**src/rtl/adc_scan_pkg.sv**
```systemverilog
package adc_scan_pkg;

  // Strobes from the sequencing control to the datapath
  typedef struct packed {
    logic capture;  // latch all channel inputs and the mask
    logic flush;    // empty the result FIFO
    logic load;     // conversion finished: fill FIFO with packed results
  } scanStrobe_t;

endpackage

```
**src/rtl/adc_scan_ctrl.sv**
```systemverilog
module adc_scan_ctrl
  import adc_scan_pkg::*;
#(
  parameter int NUM_CH     = 8,
  parameter int BASE_CYC   = 130,
  parameter int PER_CH_CYC = 30
) (
  input  logic              clk,
  input  logic              rstN,
  input  logic              startRd,
  input  logic [NUM_CH-1:0] chanMask,
  output scanStrobe_t       strb,
  output logic              eocN
);

  localparam int MAX_LAT = BASE_CYC + PER_CH_CYC * NUM_CH;
  localparam int CNT_W   = $clog2(MAX_LAT + 1);
  localparam int NCH_W   = $clog2(NUM_CH + 1);

  logic             busy;
  logic [CNT_W-1:0] cnt;
  logic [NCH_W-1:0] nCh;
  logic [CNT_W-1:0] lat;

  always_comb begin
    nCh = '0;
    for (int k = 0; k < NUM_CH; k++) begin
      nCh = nCh + NCH_W'(chanMask[k]);
    end
    lat = CNT_W'(BASE_CYC + PER_CH_CYC * int'(nCh));
  end

  always_comb begin
    strb.capture = startRd;
    strb.flush   = startRd;
    strb.load    = busy && (cnt == '0) && !startRd;
  end

  always_ff @(posedge clk) begin
    if (!rstN) begin
      busy <= 1'b0;
      cnt  <= '0;
      eocN <= 1'b1;
    end else if (startRd) begin
      if (nCh == '0) begin
        busy <= 1'b0;
        cnt  <= '0;
        eocN <= 1'b0;
      end else begin
        busy <= 1'b1;
        cnt  <= lat - CNT_W'(1);
        eocN <= 1'b1;
      end
    end else if (busy) begin
      if (cnt == '0) begin
        busy <= 1'b0;
        eocN <= 1'b0;
      end else begin
        cnt <= cnt - CNT_W'(1);
      end
    end
  end


  start_eoc_high_chk: assert property (@(posedge clk) disable iff (!rstN)
    (startRd && (chanMask != '0)) |=> eocN);


  zero_mask_done_chk: assert property (@(posedge clk) disable iff (!rstN)
    (startRd && (chanMask == '0)) |=> (!eocN && !busy));


  eoc_hold_chk: assert property (@(posedge clk) disable iff (!rstN)
    (!eocN && !startRd) |=> !eocN);

endmodule

```
**src/rtl/adc_scan_dpath.sv**
```systemverilog
module adc_scan_dpath
  import adc_scan_pkg::*;
#(
  parameter int NUM_CH = 8,
  parameter int DATA_W = 14,
  parameter int BUS_W  = 16
) (
  input  logic                     clk,
  input  logic                     rstN,
  input  logic                     ctrlWr,
  input  logic [BUS_W-1:0]         wdata,
  input  logic                     dataRd,
  input  logic                     otherRd,
  input  logic [NUM_CH*DATA_W-1:0] anaIn,
  input  scanStrobe_t              strb,
  output logic [NUM_CH-1:0]        chanMask,
  output logic [BUS_W-1:0]         rdata
);

  localparam int PTR_W = (NUM_CH > 1) ? $clog2(NUM_CH) : 1;
  localparam int CNT_W = $clog2(NUM_CH + 1);

  logic [NUM_CH-1:0] sampMask;
  logic [DATA_W-1:0] sampVal  [NUM_CH];
  logic [DATA_W-1:0] packedVal[NUM_CH];
  logic [DATA_W-1:0] fifoMem  [NUM_CH];
  logic [PTR_W-1:0]  rdPtr;
  logic [CNT_W-1:0]  fifoCount;
  logic [CNT_W-1:0]  slot;
  logic              fifoEmpty;
  logic              pop;

  // Channel-enable mask register: upper bus bits ignored
  always_ff @(posedge clk) begin
    if (!rstN)       chanMask <= '0;
    else if (ctrlWr) chanMask <= wdata[NUM_CH-1:0];
  end

  // Simultaneous sample-and-hold, one register per channel
  for (genvar ch = 0; ch < NUM_CH; ch++) begin : g_hold
    always_ff @(posedge clk) begin
      if (!rstN)             sampVal[ch] <= '0;
      else if (strb.capture) sampVal[ch] <= anaIn[ch*DATA_W +: DATA_W];
    end
  end

  always_ff @(posedge clk) begin
    if (!rstN)             sampMask <= '0;
    else if (strb.capture) sampMask <= chanMask;
  end

  // Pack enabled channels to the front, ascending channel order
  always_comb begin
    slot = '0;
    for (int k = 0; k < NUM_CH; k++) packedVal[k] = '0;
    for (int ch = 0; ch < NUM_CH; ch++) begin
      if (sampMask[ch]) begin
        packedVal[slot[PTR_W-1:0]] = sampVal[ch];
        slot = slot + CNT_W'(1);
      end
    end
  end

  assign fifoEmpty = (fifoCount == '0);
  assign pop       = dataRd && !fifoEmpty;

  always_ff @(posedge clk) begin
    if (strb.load) begin
      for (int k = 0; k < NUM_CH; k++) fifoMem[k] <= packedVal[k];
    end
  end

  always_ff @(posedge clk) begin
    if (!rstN) begin
      rdPtr     <= '0;
      fifoCount <= '0;
    end else if (strb.flush) begin
      rdPtr     <= '0;
      fifoCount <= '0;
    end else if (strb.load) begin
      rdPtr     <= '0;
      fifoCount <= slot;
    end else if (pop) begin
      rdPtr     <= rdPtr + PTR_W'(1);
      fifoCount <= fifoCount - CNT_W'(1);
    end
  end

  // Registered read port, reserved bits zero
  always_ff @(posedge clk) begin
    if (!rstN)             rdata <= '0;
    else if (pop)          rdata <= {{(BUS_W-DATA_W){1'b0}}, fifoMem[rdPtr]};
    else if (dataRd || otherRd) rdata <= '0;
  end


  no_overflow_chk: assert property (@(posedge clk) disable iff (!rstN)
    fifoCount <= CNT_W'(NUM_CH));


  load_count_chk: assert property (@(posedge clk) disable iff (!rstN)
    strb.load |=> (fifoCount == CNT_W'($countones($past(sampMask)))));


  flush_empty_chk: assert property (@(posedge clk) disable iff (!rstN)
    strb.flush |=> (fifoCount == '0));


  no_underflow_chk: assert property (@(posedge clk) disable iff (!rstN)
    (dataRd && fifoEmpty && !strb.load && !strb.flush) |=> ($stable(rdPtr) && fifoEmpty));

endmodule

```
**src/rtl/adc_scan_seq.sv**
```systemverilog
module adc_scan_seq
  import adc_scan_pkg::*;
#(
  parameter int            NUM_CH     = 8,
  parameter int            DATA_W     = 14,
  parameter int            BUS_W      = 16,
  parameter int            ADDR_W     = 6,
  parameter int            BASE_CYC   = 130,
  parameter int            PER_CH_CYC = 30,
  parameter logic [5:0]    CTRL_ADDR  = 6'h00,
  parameter logic [5:0]    DATA_ADDR  = 6'h00,
  parameter logic [5:0]    START_ADDR = 6'h20
) (
  input  logic                     clk,
  input  logic                     rstN,
  input  logic [ADDR_W-1:0]        busAddr,
  input  logic                     busRead,
  input  logic                     busWrite,
  input  logic [BUS_W-1:0]         busWdata,
  output logic [BUS_W-1:0]         busRdata,
  input  logic [NUM_CH*DATA_W-1:0] anaIn,
  output logic                     eocN
);

  // Mirror window spans NUM_CH 16-bit words
  localparam int MIRROR_BITS = $clog2(NUM_CH) + 1;

  logic              ctrlWr;
  logic              startRd;
  logic              dataRd;
  logic              otherRd;
  logic [NUM_CH-1:0] chanMask;
  scanStrobe_t       strb;

  assign ctrlWr  = busWrite && ((busAddr >> 1) == (ADDR_W'(CTRL_ADDR) >> 1));
  assign startRd = busRead && ((busAddr >> 1) == (ADDR_W'(START_ADDR) >> 1));
  assign dataRd  = busRead && ((busAddr >> MIRROR_BITS) == (ADDR_W'(DATA_ADDR) >> MIRROR_BITS));
  assign otherRd = busRead && !dataRd;

  adc_scan_ctrl #(
    .NUM_CH(NUM_CH), .BASE_CYC(BASE_CYC), .PER_CH_CYC(PER_CH_CYC)
  ) ctrl_i (
    .clk(clk), .rstN(rstN), .startRd(startRd), .chanMask(chanMask),
    .strb(strb), .eocN(eocN)
  );

  adc_scan_dpath #(
    .NUM_CH(NUM_CH), .DATA_W(DATA_W), .BUS_W(BUS_W)
  ) dpath_i (
    .clk(clk), .rstN(rstN), .ctrlWr(ctrlWr), .wdata(busWdata),
    .dataRd(dataRd), .otherRd(otherRd), .anaIn(anaIn), .strb(strb),
    .chanMask(chanMask), .rdata(busRdata)
  );


  reserved_zero_chk: assert property (@(posedge clk) disable iff (!rstN)
    busRdata[BUS_W-1:DATA_W] == '0);


  other_read_zero_chk: assert property (@(posedge clk) disable iff (!rstN)
    otherRd |=> (busRdata == '0));

endmodule

```
**config.mk**
```make
export PLATFORM = sky130hd
export DESIGN_NAME = adc_scan_seq
export DESIGN_NICKNAME = d
export VERILOG_FILES = /design/src/rtl/adc_scan_pkg.sv /design/src/rtl/adc_scan_ctrl.sv /design/src/rtl/adc_scan_dpath.sv /design/src/rtl/adc_scan_seq.sv
export SDC_FILE = /design/constraint.sdc
export NUM_CORES = 1
export LEC_CHECK = 0
export BUFFER_PORTS_ARGS = -buffer_cell sky130_fd_sc_hd__clkbuf_2
export CORE_MARGIN = 4
export CORE_UTILIZATION = 45
export DETAILED_ROUTE_END_ITERATION = 7
export HOLD_SLACK_MARGIN = 0.02
export PLACE_DENSITY = 0.72
export SKIP_CTS_REPAIR_TIMING = 1
export SYNTH_ARGS = -nofsm -noshare
export SYNTH_HDL_FRONTEND = slang
export SYNTH_SLANG_ARGS = --single-unit
```
**constraint.sdc**
```tcl
create_clock -name clk -period 24.2 [get_ports clk]
set_clock_uncertainty 0.1 [all_clocks]
set_input_delay 1.21 -clock clk [delete_from_list [all_inputs] [get_ports clk]]
set_output_delay 1.21 -clock clk [all_outputs]
set_load 0.02 [all_outputs]
```
# --- Word-level counts from Yosys, hierarchy flattened ---
# Memories as Yosys holds them, arrays and structs flattened. A register that Yosys moved wholly into a read port is not among the register bits.
# Index checks and enable logic that the tools add are counted.
word_totals:
  mem_bits_rw: 224
  wordCells: 161
  register_bits: 48
  out_inout_bits: 17
  n_memories: 2
  input_bits: 138
memory_table:
  columns: ["name", "depth", "width", "read_ports", "rd_clocked_by_memory_dff", "wr", "line", "text"]
  rows:
  - ["dpath_i.fifoMem", 8, 14, 1, 1, 8, "adc_scan_dpath.sv:26", "logic [DATA_W-1:0] fifoMem [NUM_CH];"]
  - ["dpath_i.sampVal", 8, 14, 8, 0, 8, "adc_scan_dpath.sv:24", "logic [DATA_W-1:0] sampVal [NUM_CH];"]
classes:
  n_eq_ne: 2
  bitwise: 16
  add_sub_neg: 19
  multipliers: 1
  mux: 68
  n_reduce_logical: 31
  magnitude_cmp: 14
op_table:
  columns: ["operator", "n"]
  rows:
  - ["$bwmux W112", 7]
  - ["$mux W112", 7]
  - ["$demux W14 S3", 7]
  - ["$mux W14", 18]
  - ["$mux W4", 9]
  - ["$mux W9", 4]
  - ["$ge A4 B4 Y1 const B", 7]
  - ["$lt A4 B1 Y1 const B", 7]
  - ["$add A4 B1 Y4", 6]
  - ["$add A4 B1 Y4 const B", 6]
  - ["$not A3 Y4", 6]
  - ["$sub A9 B1 Y9 const B", 2]
  - ["$logic_and A1 B1 Y1", 14]
  - ["$mux W1", 14]
  - ["$logic_not A6 Y1", 2]
  - ["$add A9 B9 Y9 const A", 1]
  - ["$logic_not A9 Y1", 1]
  - ["$logic_not A4 Y1", 2]
  - ["$mul A4 B4 Y8 const A", 1]
  - ["$or A1 B1 Y1", 8]
  - ["$reduce_bool A2 Y1", 4]
  - ["$mux W3", 2]
  - ["$eq A5 B5 Y1 const B", 1]
  - ["$not A1 Y4", 1]
  - ["11 further kinds", 14]

# --- Logic depth before layout (Yosys ltp) ---
logic_depth:
  word_depth: 20
  ltp_mapped: 30
  depth_no_buf: 25

# --- By module ---
# Synthesis repeated with hierarchy kept, for this count alone.
unflattened:
  hier_cells: 1768
  area_unflattened_um2: 17977.2
by_module_without_submodules:
  columns: ["module", "seq_area_each_um2", "area_per_inst_um2", "n_inst", "cells_per_inst"]
  rows:
  - ["adc_scan_dpath", 7527.2, 16590.9, 1, 1606]
  - ["adc_scan_ctrl", 220.2, 1342.5, 1, 156]
  - ["adc_scan_seq", 0.0, 43.8, 1, 6]

# --- Worst setup path after synthesis ---
# OpenSTA, ideal clock, no wires.
synth_timing:
  path_kind: "input -> register"
  start: "input busRead"
  end: "register with a tool-made name"
  setup_ns: 0.528
  cell_stages: 5
  t_arrival_ns: 10.203
  slack_ns: 13.369
  n_path_buf: 2
  t_required_ns: 23.572
  cell_sequence: "clkbuf_1 > and3_1 > clkbuf_1 > nor3_1 > nor3_1"
synth_lines:
  columns: ["item", "line", "text"]
  rows:
  - ["start: declaration", "adc_scan_seq.sv:17", "input logic busRead,"]

==> metrics <==
Combinational Power Share 2.3%; HP Start dpath_i.chanMask[4]; aggregate routed wire length 52.4 mm; area growth from synthesis to final layout 9.90%; period utilization 31.1%; mux cell area share after synthesis 5.05%; post-layout minimum cycle time 7.53 ns; # setup viols final 0; sequential power share 53.5%; main area contributors after synthesis edfxtp_1 39%, dfxtp_1 5.9%, nand2_1 4.4%; ys async rst share 0%; GRT Total Usage 24.6%; Max Fclk 133 MHz; Max VDD drop 0.0565 mV; clock buffer depth 3; Cell Area, Placed 18000 µm²; Ports 155; grt total ovfl 0; Reg area 7750 µm²; Cell variety after synth 72; area leader, netlist edfxtp_1; CP endpoint kind flip-flop; post-DP HPWL 37.8 mm; Core Rows 71; ant diodes 0; Worst Hold End dpath_i.sampMask[4]; final count of pins violating max slew 0; fillers 3372; failing checks design-rule violations; starting DRC count in detailed routing 2392; top_reg_cell synth edfxtp_1; worst min path class flip-flop to flip-flop; Die ar. 41500 µm²; Residual DRC 1; hold depth 2; Post-Syn Area 17200 µm²; reg2reg end dpath_i.fifoMem[0][0]; wire length per cell 22.7 µm; share of post-route cells with drive strength above 1 15.3%; nets 1954; max cap viols 0; largest net degree at the start of global routing 127; first-pass GRT wire length 80.9 mm; Synth top area share 39.0%; Root Driver clkbuf_16; YS warnings 0; CTS clock-pin slew for the worst setup and hold paths 0.06 ns; TritonCTS Buffers 28; number of flops mapped to enable cells by yosys 224; Worst R2R Setup Slack 16.67 ns; placeable core area 37800 µm²; Die W 204 µm; CP max-delay cell nor3_4; Clk pwr share 44.2%; LEAKAGE 7.24 nW; switch share 21.9%; compound-gate portion of the synthesized area 21.3%; Slew @ Worst Pin 1.35 ns; Worst Reg2Reg Path Length in Cells 23; antenna viol nets, final 0; RD Place Congestion 0.981; PortBufs 143; RSZ-0062 raised after global routing false; initial antenna violation count 0; Worst setup SP type flip-flop; Yosys reg bits 275; CP arrival 7.68 ns; Total Neg Setup Slack 0 ns; syn avg cell area 9.73 µm²; crit-path max FO 28; TritonCTS clock tree done; Starting Density 45.7%; Power Dens Cells 53.4 nW/µm²; Fin Hold WS 0.390 ns; CP max stage delay 1.05 ns; vias post-DR 14600; post-synthesis cell count 1773; vias in the first global route 14100; Most common cell on crit path ha_1; largest family of logic cells by synthesized area compound AO/OA/AOI/OAI gates; H-Tree Depth 1; worst skew pair latency 0.57 ns; CTS sink cnt 275; Synth Area in XOR/XNOR 2.12%; NetSw 222 µW; Req. time, crit path 24.35 ns; drt first pass iters 8; final non-filler cell area 19000 µm²; internal power 790 µW; Adder-Cell Fraction of Synth Area 3.08%; worst setup path class flip-flop to flip-flop; final hold viol count 0; sequential cell area fraction in the yosys report 44.9%; outcome finished with violations; vias per cell 6.31; worst r2r src dpath_i.sampMask[0]; Max transition margin 9.62%; chip height 204 µm; Simple-Gate Fraction of Synth Area 17.6%; CP cell instances inv_1 > ha_1 > and2_1 > nor2_1 > ha_1 > nand2_1 > o31a_1 > inv_2 > ha_1 > nand2b_1 > a21boi_0 > ha_1 > nor2b_1 > a21oi_1 > a21oi_1 > inv_1 > ha_1 > nand2_1 > o41ai_1 > a21oi_1 > inv_1 > nor3_4 > o31ai_1; multi-input logic area 8520 µm²
## flip-flops by register name (all words and copies together) (netlist names), named ones only
signal             count
ctrl_i.busy            1
ctrl_i.cnt             9
ctrl_i.eocN            1
dpath_i.chanMask       8
dpath_i.fifoCount      4
dpath_i.fifoMem      112
dpath_i.rdPtr          3
dpath_i.rdata         14
dpath_i.sampMask       8
dpath_i.sampVal      112
## how the worst max path moves through the flow
stage	endpoint	startpoint	slack [ns]	depth (start not counted)
detailed placement	dpath_i.fifoMem[0][9]	dpath_i.sampMask[0]	16.84	23
CTS	dpath_i.fifoMem[0][9]	dpath_i.sampMask[0]	16.81	23
global route	dpath_i.fifoMem[0][9]	dpath_i.sampMask[0]	16.19	23
floorplan	flip-flop	busRead	13.37	5
finish	dpath_i.fifoMem[0][0]	dpath_i.sampMask[0]	16.67	23
global placement	dpath_i.fifoMem[0][9]	dpath_i.sampMask[0]	17.08	23
## final cells by class
type / instances / share of cell area (%)
clock inverters: 21 / 1.25
multi-input cells: 1256 / 44.9
clock buffers: 31 / 3.81
inverters: 51 / 1.01
flip-flops and latches: 275 / 40.9
repair buffers: 167 / 4.74
well taps: 511 / 3.37
## synthesized netlist by cell type (14+ instances only)
master	count
nor2b_1	16
o21ai_0	72
dfxtp_1	51
inv_1	50
a31oi_1	70
a221o_1	70
and3_1	115
nand3_1	22
a21oi_1	23
a221oi_1	14
o31ai_1	14
clkbuf_1	124
a311oi_1	14
a211oi_1	74
a22oi_1	14
nor2_1	171
o211ai_1	85
nand2_1	200
mux2i_1	24
nor3_1	29
buf_2	46
edfxtp_1	224
o22ai_1	16
and2_1	33
mux4_2	28
ha_1	28
## critical path, delay by kind of cell, from the launching register on
| kind | cells | cell delay, ns |
|---|---|---|
| and+or+nand+nor | 7 | 2.15 |
| AOI/OAI and AO/OA | 7 | 1.84 |
| adders and majority gates | 5 | 1.56 |
| DFF | 1 | 0.80 |
| buffers and inverters | 4 | 0.76 |
## cell families (layout without fill, tap and decap cells)
group,count (synthesis),after routing
AO/OA/AOI/OAI,504,504
XOR/XNOR,27,27
adder cells (fa/ha/maj),37,37
buffers and inverters,243,270
flip-flops,275,275
multiplexers,52,52
other,1,2
AND/OR/NAND/NOR,634,634
## layer usage
layer	part of all wire, %	track usage [%]	up-vias	wire length, µm
met5	0	0	-	0
met4	5.1	11.3	0	2650
met3	11	5.57	174	5680
met2	44	37.5	891	23000
met1	40	33.5	6789	21000
li1	-	-	6727	-
## layout by cell type, fill, tap and decap left out, types with 11 or more instances in the layout
cell type and instances:
a221o_1 70, a221oi_1 14, a21boi_0 11, o31ai_1 14
edfxtp_1 224, nor3_1 23, o211ai_1 85, a22oi_1 14
clkbuf_2 142, mux4_2 28, clkbuf_16 28, a31oi_1 70
ha_1 28, a311oi_1 14, o21ai_0 72, a211oi_1 74
and2_1 33, nand2_1 199, dfxtp_1 50, buf_4 25
nand3_1 22, nor2_1 171, nor2b_1 16, xnor2_1 11
a21oi_1 23, mux2i_1 24, inv_1 50, and3_1 114
o22ai_1 16
## power groups by stage
stage	Combinational (mW)	Clock, mW	Sequential [mW]
3_5_place_dp	0.0239	0	0.550
4_1_cts	0.0240	0.454	0.540
5_1_grt	0.0269	0.473	0.542
3_3_place_gp	0.0232	0	0.550
2_1_floorplan	0.0194	0	0.536
6_report	0.0237	0.447	0.541
## metrics by stage
stage | cells | setup WS (ns) | power, mW | util [%]
2_1_floorplan | 1774 | 13.37 | 0.555 | -
3_3_place_gp | 2260 | 17.08 | 0.573 | 47.7
3_5_place_dp | 2260 | 16.84 | 0.574 | 47.7
4_1_cts | 2312 | 16.81 | 1.02 | 50.2
5_1_grt | 2312 | 16.19 | 1.04 | 50.2
6_report | 2312 | 16.67 | 1.01 | 50.2
No activity file was read; power rests on OpenSTA's default activity.
